`src/rtl/modcnt_pkg.sv`:
```
package modcnt_pkg;

  // Next-state selection for the counter register, in rising priority.
  typedef enum logic [1:0] {
    NXT_HOLD  = 2'd0,
    NXT_COUNT = 2'd1,
    NXT_WRAP  = 2'd2,
    NXT_LOAD  = 2'd3
  } nxt_e;

endpackage

```
`src/rtl/modcnt_core.sv`:
```
module modcnt_core
  import modcnt_pkg::*;
#(
  parameter int W = 4
) (
  input  logic         clk,
  input  logic         clr_n,
  input  nxt_e         op,
  input  logic [W-1:0] din,
  output logic [W-1:0] q,
  output logic         carry
);

  localparam logic [W-1:0] ONE = W'(1);

  function automatic logic [W-1:0] incr(input logic [W-1:0] v);
    return v + ONE;
  endfunction

  logic [W-1:0] q_r;

  always_ff @(posedge clk or negedge clr_n) begin
    if (!clr_n) begin
      q_r <= '0;
    end else begin
      case (op)
        NXT_LOAD, NXT_WRAP: q_r <= din;
        NXT_COUNT:          q_r <= incr(q_r);
        default:            q_r <= q_r;
      endcase
    end
  end

  // Terminal detect built as a ripple AND chain across the bits.
  logic [W:0] all_ones;
  assign all_ones[0] = 1'b1;
  for (genvar i = 0; i < W; i++) begin : g_tc
    assign all_ones[i+1] = all_ones[i] & q_r[i];
  end

  assign q     = q_r;
  assign carry = all_ones[W];

endmodule

```
`src/rtl/modcnt_match.sv`:
```
module modcnt_match #(
  parameter int W = 4
) (
  input  logic [W-1:0] q,
  input  logic [W-1:0] end_val,
  input  logic         wrap_en,
  input  logic         cnt_en,
  output logic         hit
);

  // Per-bit equality, reduced afterwards.
  logic [W-1:0] bit_eq;
  for (genvar i = 0; i < W; i++) begin : g_eq
    assign bit_eq[i] = ~(q[i] ^ end_val[i]);
  end

  assign hit = wrap_en & cnt_en & (&bit_eq);

endmodule

```
`src/rtl/modcnt_sel.sv`:
```
module modcnt_sel
  import modcnt_pkg::*;
#(
  parameter int W = 4
) (
  input  logic         ld_n,
  input  logic         cnt_en,
  input  logic         hit,
  input  logic [W-1:0] ld_val,
  input  logic [W-1:0] start_val,
  output nxt_e         op,
  output logic [W-1:0] din
);

  always_comb begin
    op  = NXT_HOLD;
    din = start_val;
    if (!ld_n) begin
      op  = NXT_LOAD;
      din = ld_val;
    end else if (hit) begin
      op  = NXT_WRAP;
    end else if (cnt_en) begin
      op  = NXT_COUNT;
    end
  end

endmodule

```
`src/rtl/modcnt_top.sv`:
```
module modcnt_top
  import modcnt_pkg::*;
#(
  parameter int W = 4
) (
  input  logic         clk,
  input  logic         clr_n,
  input  logic         ld_n,
  input  logic         cnt_en,
  input  logic         wrap_en,
  input  logic [W-1:0] ld_val,
  input  logic [W-1:0] start_val,
  input  logic [W-1:0] end_val,
  output logic [W-1:0] q,
  output logic         carry,
  output logic         reload_pulse
);

  // Internal events brought out as named wires.
  logic         end_hit;
  nxt_e         nxt_op;
  logic [W-1:0] nxt_din;
  logic [W-1:0] q_int;
  logic         carry_int;

  modcnt_match #(.W(W)) u_match (
    .q       (q_int),
    .end_val (end_val),
    .wrap_en (wrap_en),
    .cnt_en  (cnt_en),
    .hit     (end_hit)
  );

  modcnt_sel #(.W(W)) u_sel (
    .ld_n      (ld_n),
    .cnt_en    (cnt_en),
    .hit       (end_hit),
    .ld_val    (ld_val),
    .start_val (start_val),
    .op        (nxt_op),
    .din       (nxt_din)
  );

  modcnt_core #(.W(W)) u_core (
    .clk   (clk),
    .clr_n (clr_n),
    .op    (nxt_op),
    .din   (nxt_din),
    .q     (q_int),
    .carry (carry_int)
  );

  assign q            = q_int;
  assign carry        = carry_int;
  assign reload_pulse = end_hit;

endmodule

```
`config.mk`:
```
export PLATFORM = sky130hd
export DESIGN_NAME = modcnt_top
export DESIGN_NICKNAME = d
export VERILOG_FILES = /design/src/rtl/modcnt_pkg.sv /design/src/rtl/modcnt_core.sv /design/src/rtl/modcnt_match.sv /design/src/rtl/modcnt_sel.sv /design/src/rtl/modcnt_top.sv
export SDC_FILE = /design/constraint.sdc
export NUM_CORES = 1
export LEC_CHECK = 0
export ABC_AREA = 1
export BUFFER_PORTS_ARGS = -buffer_cell sky130_fd_sc_hd__buf_2
export CORE_AREA = 2 2 39 41
export CTS_CLUSTER_DIAMETER = 100
export DETAILED_ROUTE_END_ITERATION = 10
export DIE_AREA = 0 0 41 43
export GPL_TIMING_DRIVEN = 0
export HOLD_SLACK_MARGIN = 0.15
export REMOVE_ABC_BUFFERS = 1
export SLEW_MARGIN = 5
export SYNTH_ARGS = -nofsm -noshare
export SYNTH_HDL_FRONTEND = slang
export SYNTH_SLANG_ARGS = --single-unit
```
`constraint.sdc`:
```
create_clock -name clk -period 3.8 [get_ports clk]
set_input_delay 0.57 -clock clk [delete_from_list [all_inputs] [get_ports clk]]
set_output_delay 0.57 -clock clk [all_outputs]
set_load 0.03 [all_outputs]
```
# After elaboration in Yosys (flattened, before gate mapping)
# Cells that the tools add are included.
# Widths: inputs -> output; s select.
[word_totals]
register_bits = 4
[op_classes]
n_reduce_logical = 3
eq_ne = 3
n_bitwise = 13
muxes = 5
addsub = 1
[ops]
columns = ["op", "count"]
rows = [
  ["$pmux 4 s2", 1],
  ["$and 1x1->1", 5],
  ["$add 4x1->4 const B", 1],
  ["$eq 2x2->1 const B", 2],
  ["$mux 2", 2],
  ["$mux 4", 1],
  ["$not 1->1", 4],
  ["$reduce_and 4->1", 1],
  ["$xor 1x1->1", 4],
  ["$eq 2x1->1 const B", 1],
  ["$reduce_bool 2->1", 1],
  ["$reduce_or 2->1", 1],
  ["$mux 1", 1],
]

# Longest topological paths before layout
# Gate-level depths: netlist of run 1.
[logic_depth]
word_depth = 9
ltp_mapped = 9
depth_no_buf = 9

# Hierarchy
# Synthesis of run 1 repeated with hierarchy kept, for this count alone.
[unflattened]
hier_cells = 71
area_unflattened_um2 = 389.1
[by_module_without_submodules]
columns = ["mod", "cells_each", "n_inst", "area_per_inst_um2", "seq_area_each_um2"]
rows = [
  ["modcnt_core", 31, 1, 234.0, 100.1],
  ["modcnt_match", 23, 1, 91.3, 0.0],
  ["modcnt_sel", 17, 1, 63.8, 0.0],
]

# Worst setup path before layout of run 1
# No wires, ideal clock.
[synth_path]
kind = "flip-flop to output port"
startpoint = "register u_core.q_r[3] (netlist: u_core.q[3])"
endpoint = "output reload_pulse"
setup_slack_ns = 2.048
arrival_time_ns = 1.182
n_path_buf = 0
t_required_ns = 3.230
path_stages_with_launch = 7
cell_sequence = "dfrtp_1 > inv_1 > nand2_1 > o21ai_2 > nor2_1 > nand2_2 > inv_1"
[synth_between]
elab_chain_cells = 4
[synth_rtl]
columns = ["item", "line_no", "text"]
rows = [
  ["start: declaration", "modcnt_core.sv:20", "logic [W-1:0] q_r;"],
  ["start signal: assignment", "modcnt_core.sv:27", "NXT_LOAD, NXT_WRAP: q_r <= din;"],
  ["start signal: assignment", "modcnt_core.sv:28", "NXT_COUNT: q_r <= incr(q_r);"],
  ["start signal: assignment", "modcnt_core.sv:29", "default: q_r <= q_r;"],
  ["$xor 1x1->1", "modcnt_match.sv:14", "assign bit_eq[i] = ~(q[i] ^ end_val[i]);"],
  ["$not 1->1", "modcnt_match.sv:14", ""],
  ["$reduce_and 4->1", "modcnt_match.sv:17", "assign hit = wrap_en & cnt_en & (&bit_eq);"],
  ["$and 1x1->1", "modcnt_match.sv:17", ""],
  ["end: declaration", "modcnt_top.sv:16", "output logic reload_pulse"],
]
# No other way between the ends.

# Final worst setup path of run 1
[layout_path]
startpoint = "register u_core.q_r[0] (netlist: u_core.q[0])"
endpoint = "output carry"
[layout_between]
elab_chain_cells = 3
[layout_rtl]
columns = ["item", "line_no", "text"]
rows = [
  ["$and 1x1->1 (3 in a row)", "modcnt_core.sv:38", "assign all_ones[i+1] = all_ones[i] & q_r[i];"],
  ["end: declaration", "modcnt_top.sv:15", "output logic carry,"],
]
# No other way between the ends.

==> results of run 1 <==
-- critical path: stages (launching register included) --
cell,delay [ns]
dfrtp_1,0.46
ha_1,0.24
ha_1,0.17
nand2_1,0.06
inv_1,0.03
buf_2,0.16
-- area by class of cell --
cell class,count,share of cell area (%)
clock buffers,3,4.07
inverters,11,7.47
multi-input cells,47,45.0
flip-flops and latches,4,18.1
well taps,16,3.62
repair buffers,23,21.7
-- per-layer routing --
| metal | track usage, % | wire [um] |
|---|---|---|
| met5 | 0 | 0 |
| met4 | 4.00 | 0 |
| met3 | 5.24 | 85 |
| met2 | 19.7 | 446 |
| met1 | 14.9 | 412 |
-- path summary, 6_finish.rpt --
kind	from	slack (ns)	end	cells after the start
max	u_core.q[0]	1.87	carry	5
min	u_core.q[2]	0.59	u_core.q[2]	2
max reg2reg	u_core.q[0]	2.47	u_core.q[2]	6
min reg2reg	u_core.q[2]	0.59	u_core.q[2]	2
max in group asynchronous	clr_n	2.99	u_core.q[2]	2
min in group asynchronous	clr_n	0.69	u_core.q[0]	2
-- power by group through the flow --
stage / Sequential [mW] / Combinational, mW / Clock (mW)
floorplan: 0.0704 / 0.0349 / 0
global placement: 0.0596 / 0.0713 / 0
detailed placement: 0.0599 / 0.0715 / 0
CTS: 0.0594 / 0.0727 / 0.0546
global route: 0.0604 / 0.0815 / 0.0585
finish: 0.0591 / 0.0718 / 0.0516
-- cell families (layout without fill, tap and decap cells) --
| kind of cell | count (synthesis) | after routing | share of synthesized area (%) |
|---|---|---|---|
| buf+inv | 12 | 37 | 13.1 |
| simple gates | 38 | 38 | 40.2 |
| compound gates | 3 | 3 | 5.92 |
| fa+ha+maj | 2 | 2 | 6.23 |
| flops | 4 | 4 | 24.9 |
| mux | 3 | 3 | 7.48 |
| xor+xnor | 1 | 1 | 2.18 |
-- stage by stage --
step	util (%)	worst slack [ns]	hold slack, ns	std cells
after floorplan	-	2.05	0.274	62
after global placement	37.6	1.93	0.374	100
after detailed placement	37.6	1.90	0.381	100
after CTS	40.0	1.84	0.599	104
after global routing	40.0	1.77	0.631	104
final	40.0	1.87	0.595	104
-- synthesized netlist by cell type (all sizes together) --
cell / instances / share of area, %
ha: 2 / 6.2
nand4: 1 / 1.6
o211ai: 2 / 3.7
mux2i: 3 / 7.5
buf: 1 / 2.8
inv: 11 / 10
dfrtp: 4 / 25
xor2: 1 / 2.2
nand2: 25 / 24
o21ai: 1 / 2.2
nor2: 7 / 7.2
nand3: 5 / 7.5
==> impl_metrics.json, run 1 <==
{
  "fillers": 154,
  "combPwrFrac_pct": 39.3,
  "yosysSeqAreaShare_pct": 24.9,
  "core_area_um2": 1380,
  "grt_max_degree": 11,
  "layout_common_cells": "24 x nand2_1, 22 x buf_2, 10 x inv_1",
  "powerDensity_nw_per_um2": 330,
  "p_int_mw": 0.112,
  "nets": 109,
  "crit_type": "reg -> out",
  "cts.repair.resized": 0,
  "dr.pass1.iters": 4,
  "p_sw_mw": 0.0701,
  "clockRootBuffer": "clkbuf_4",
  "vias": 458,
  "ioPinCount": 23,
  "path_max_fanout": 7,
  "post-cts-setup-buffers": 0,
  "syn_inst": 63,
  "vdd_drop_max_uv": 156,
  "cts_tree": "yes",
  "required_ns": 3.23,
  "cts_hold_buf": 1,
  "regArea_um2": 100,
  "synth_seq_cells": 4,
  "vias_per_cell": 4.40,
  "finalMaxSlewViolations": 0,
  "avgRoutedWirePerCell_um": 9.08,
  "antenna_found_initial": 0,
  "crit_arrival_ns": 1.36,
  "fmax_ghz": 0.518,
  "grt_pass1_wl_um": 1510,
  "first_iter_violations": 2,
  "routed_wl_um": 944,
  "die_x_um": 41,
  "clkPwrFrac_pct": 28.3,
  "tightest_slew_ns": 0.261,
  "ant_nets": 0,
  "final.setup.tns_ns": 0,
  "antenna_cells": 0,
  "layout_commonest_cell": "nand2_1",
  "leakage_nw": 0.357,
  "avgSynthCellArea_um2": 6.38,
  "dieHeight_um": 43,
  "gp_congestion": 0.782,
  "multi_input_area_um2": 249,
  "dieArea_um2": 1760,
  "hold_class": "reg -> reg",
  "hold_viol": 0,
  "critPathCaptureType": "primary output",
  "dp_hpwl_um": 746,
  "p_total_mw": 0.183,
  "initial_core_util_pct": 29.0,
  "grt-ovfl-total": 0,
  "largest_reg_flops": 4,
  "clockBufferDepth": 2,
  "fin_crit_sh_pct": 50.8,
  "insertion_delay_ns": 0.23,
  "ys_warn_count": 0,
  "placed_area_um2": 520,
  "rows": 14,
  "numPortBuffers": 22,
  "period_minus_slack_ns": 1.93,
  "clock_skew_ns": 0.00243,
  "power_frac_seq_pct": 32.4,
  "yosys.cell_types.count": 16,
  "clk_pin_slew_ns": 0.04,
  "grt_pass1_vias": 392,
  "fin_area_um2": 553,
  "maxSlewHeadroom_pct": 82.6,
  "swShare_pct": 38.4,
  "area_growth_pct": 37.7,
  "rsz0062_at_grt": "no",
  "drive_gt1_share_pct": 34.1,
  "cts.sinks": 4,
  "outcome": "complete, no violations",
  "netlist_area_um2": 402,
  "cts_buffers": 3,
  "cap_violations": 0,
  "htree_levels": 1,
  "critPathLaunchType": "flip-flop",
  "drt_drc_violations_left": 0,
  "setup_viol": 0,
  "grtUsageTotal_pct": 12.6
}
(Power assumes the default switching activity.)
==> inputs of run 2 (changes only) <==
clock period = 1.6 ns   (was 3.8 ns; I/O delays follow)
==> impl_metrics.json, run 2 (synthesis gave the netlist of run 1 again) <==
{
  "maxSlewHeadroom_pct": 81.9,
  "placed_area_um2": 520,
  "layout_commonest_cell": "nand2_1",
  "area_growth_pct": 47.4,
  "period_minus_slack_ns": 1.53,
  "dp_hpwl_um": 746,
  "clk_pin_slew_ns": 0.04,
  "use_met2_pct": 19.7,
  "routed_wl_um": 1010,
  "ant_nets": 0,
  "nets": 113,
  "clockBufferDepth": 2,
  "pre_cts_ws_ns": 0.232,
  "critPathCaptureType": "primary output",
  "place_inst": 100,
  "largest_reg_flops": 4,
  "drive_gt1_share_pct": 39.1,
  "cap_violations": 0,
  "setup_viol": 0,
  "cts_buffers": 3,
  "vias_per_cell": 4.41,
  "grtUsageTotal_pct": 12.6,
  "critPathLaunchType": "flip-flop",
  "grt_pass1_vias": 392,
  "final.setup.tns_ns": 0,
  "gp_congestion": 0.782,
  "fmax_ghz": 0.653,
  "tightest_slew_ns": 0.271,
  "dieHeight_um": 43,
  "drt_drc_violations_left": 0,
  "outcome": "complete, no violations",
  "grt-ovfl-total": 0,
  "grt_pass1_wl_um": 1510,
  "fin_crit_sh_pct": 95.7,
  "leakage_nw": 0.372,
  "clock_skew_ns": 0.00157,
  "core_area_um2": 1380,
  "grt_max_degree": 11,
  "required_ns": 1.36,
  "antenna_cells": 0,
  "numPortBuffers": 22,
  "path_max_fanout": 6,
  "top_usage_layer": "met2",
  "layout_common_cells": "24 x nand2_1, 20 x buf_2, 10 x inv_1",
  "vdd_drop_max_uv": 388,
  "initial_core_util_pct": 29.0,
  "cts_tree": "yes",
  "rows": 14,
  "crit_arrival_ns": 1.29,
  "dr.pass1.iters": 4,
  "die_x_um": 41,
  "grt.met1_usage_pct": 14.9,
  "crit_type": "reg -> out",
  "rsz0062_at_grt": "no",
  "powerDensity_nw_per_um2": 772,
  "avgRoutedWirePerCell_um": 9.38,
  "instances_no_fill": 108,
  "cts.sinks": 4,
  "clockRootBuffer": "clkbuf_4",
  "insertion_delay_ns": 0.23,
  "first_iter_violations": 10,
  "whs_ns": 0.319,
  "ioPinCount": 23,
  "fin_area_um2": 592,
  "finalMaxSlewViolations": 0,
  "hold_viol": 0,
  "vias": 476,
  "dieArea_um2": 1760,
  "gr-usage-met3_pct": 5.24,
  "hold_class": "in -> reg",
  "antenna_found_initial": 0,
  "final.setup.worst_slack_ns": 0.0694,
  "htree_levels": 1
}
run 2: per-stage QoR:
step / utilization, % / total power, mW
after global placement: 37.6 / 0.311
after global routing: 42.8 / 0.498
after floorplan: - / 0.250
after detailed placement: 37.6 / 0.312
final: 42.8 / 0.457
after CTS: 40.1 / 0.444
run 2: repair_timing:
item / in CTS / in global routing
gates resized for setup: 1 / 4
setup buffers: 0 / 4
cloned: 0 / 0
hold endpoints to repair: 4 / 0
hold buffers: 1 / 0
endpoints found under the setup margin: 1 / 2
pin swaps: 0 / 2
run 2: worst paths after layout:
path / startpoint / end / slack [ns] / cells past startpoint
worst max-delay path: u_core.q[0] / carry / 0.07 / 5
worst min register to register: u_core.q[2] / u_core.q[2] / 0.59 / 2
max in group asynchronous: clr_n / u_core.q[0] / 1.11 / 2
worst max register to register: u_core.q[1] / u_core.q[0] / 0.29 / 10
worst min-delay path: ld_val[1] / u_core.q[1] / 0.32 / 5
min in group asynchronous: clr_n / u_core.q[1] / 0.36 / 2
run 2: critical path, stage by stage, from the launching register on:
cell	delay, ns
dfrtp_2	0.45
ha_2	0.19
ha_1	0.17
nand2_1	0.06
inv_1	0.03
buf_4	0.15
run 2: cell type report:
cell class | instances | area [um2]
Timing Repair Buffer | 27 | 155
Inverter | 11 | 41.3
Clock buffer | 3 | 22.5
Fill cell | 153 | 792
Tap cell | 16 | 20.0
Sequential cell | 4 | 101
Multi-Input combinational cell | 47 | 251
run 2: routing by layer:
metal / share of wire [%] / vias to the layer above
li1: - / 255
met1: 41 / 201
met2: 50 / 20
met3: 8.8 / 0
met4: 0 / 0
met5: 0 / -
run 2: report_power, final:
| group | switching (mW) | internal, mW |
|---|---|---|
| Combinational | 0.110 | 0.0827 |
| Clock | 0.0389 | 0.0838 |
| Sequential | 0.0233 | 0.118 |
| Total | 0.173 | 0.284 |
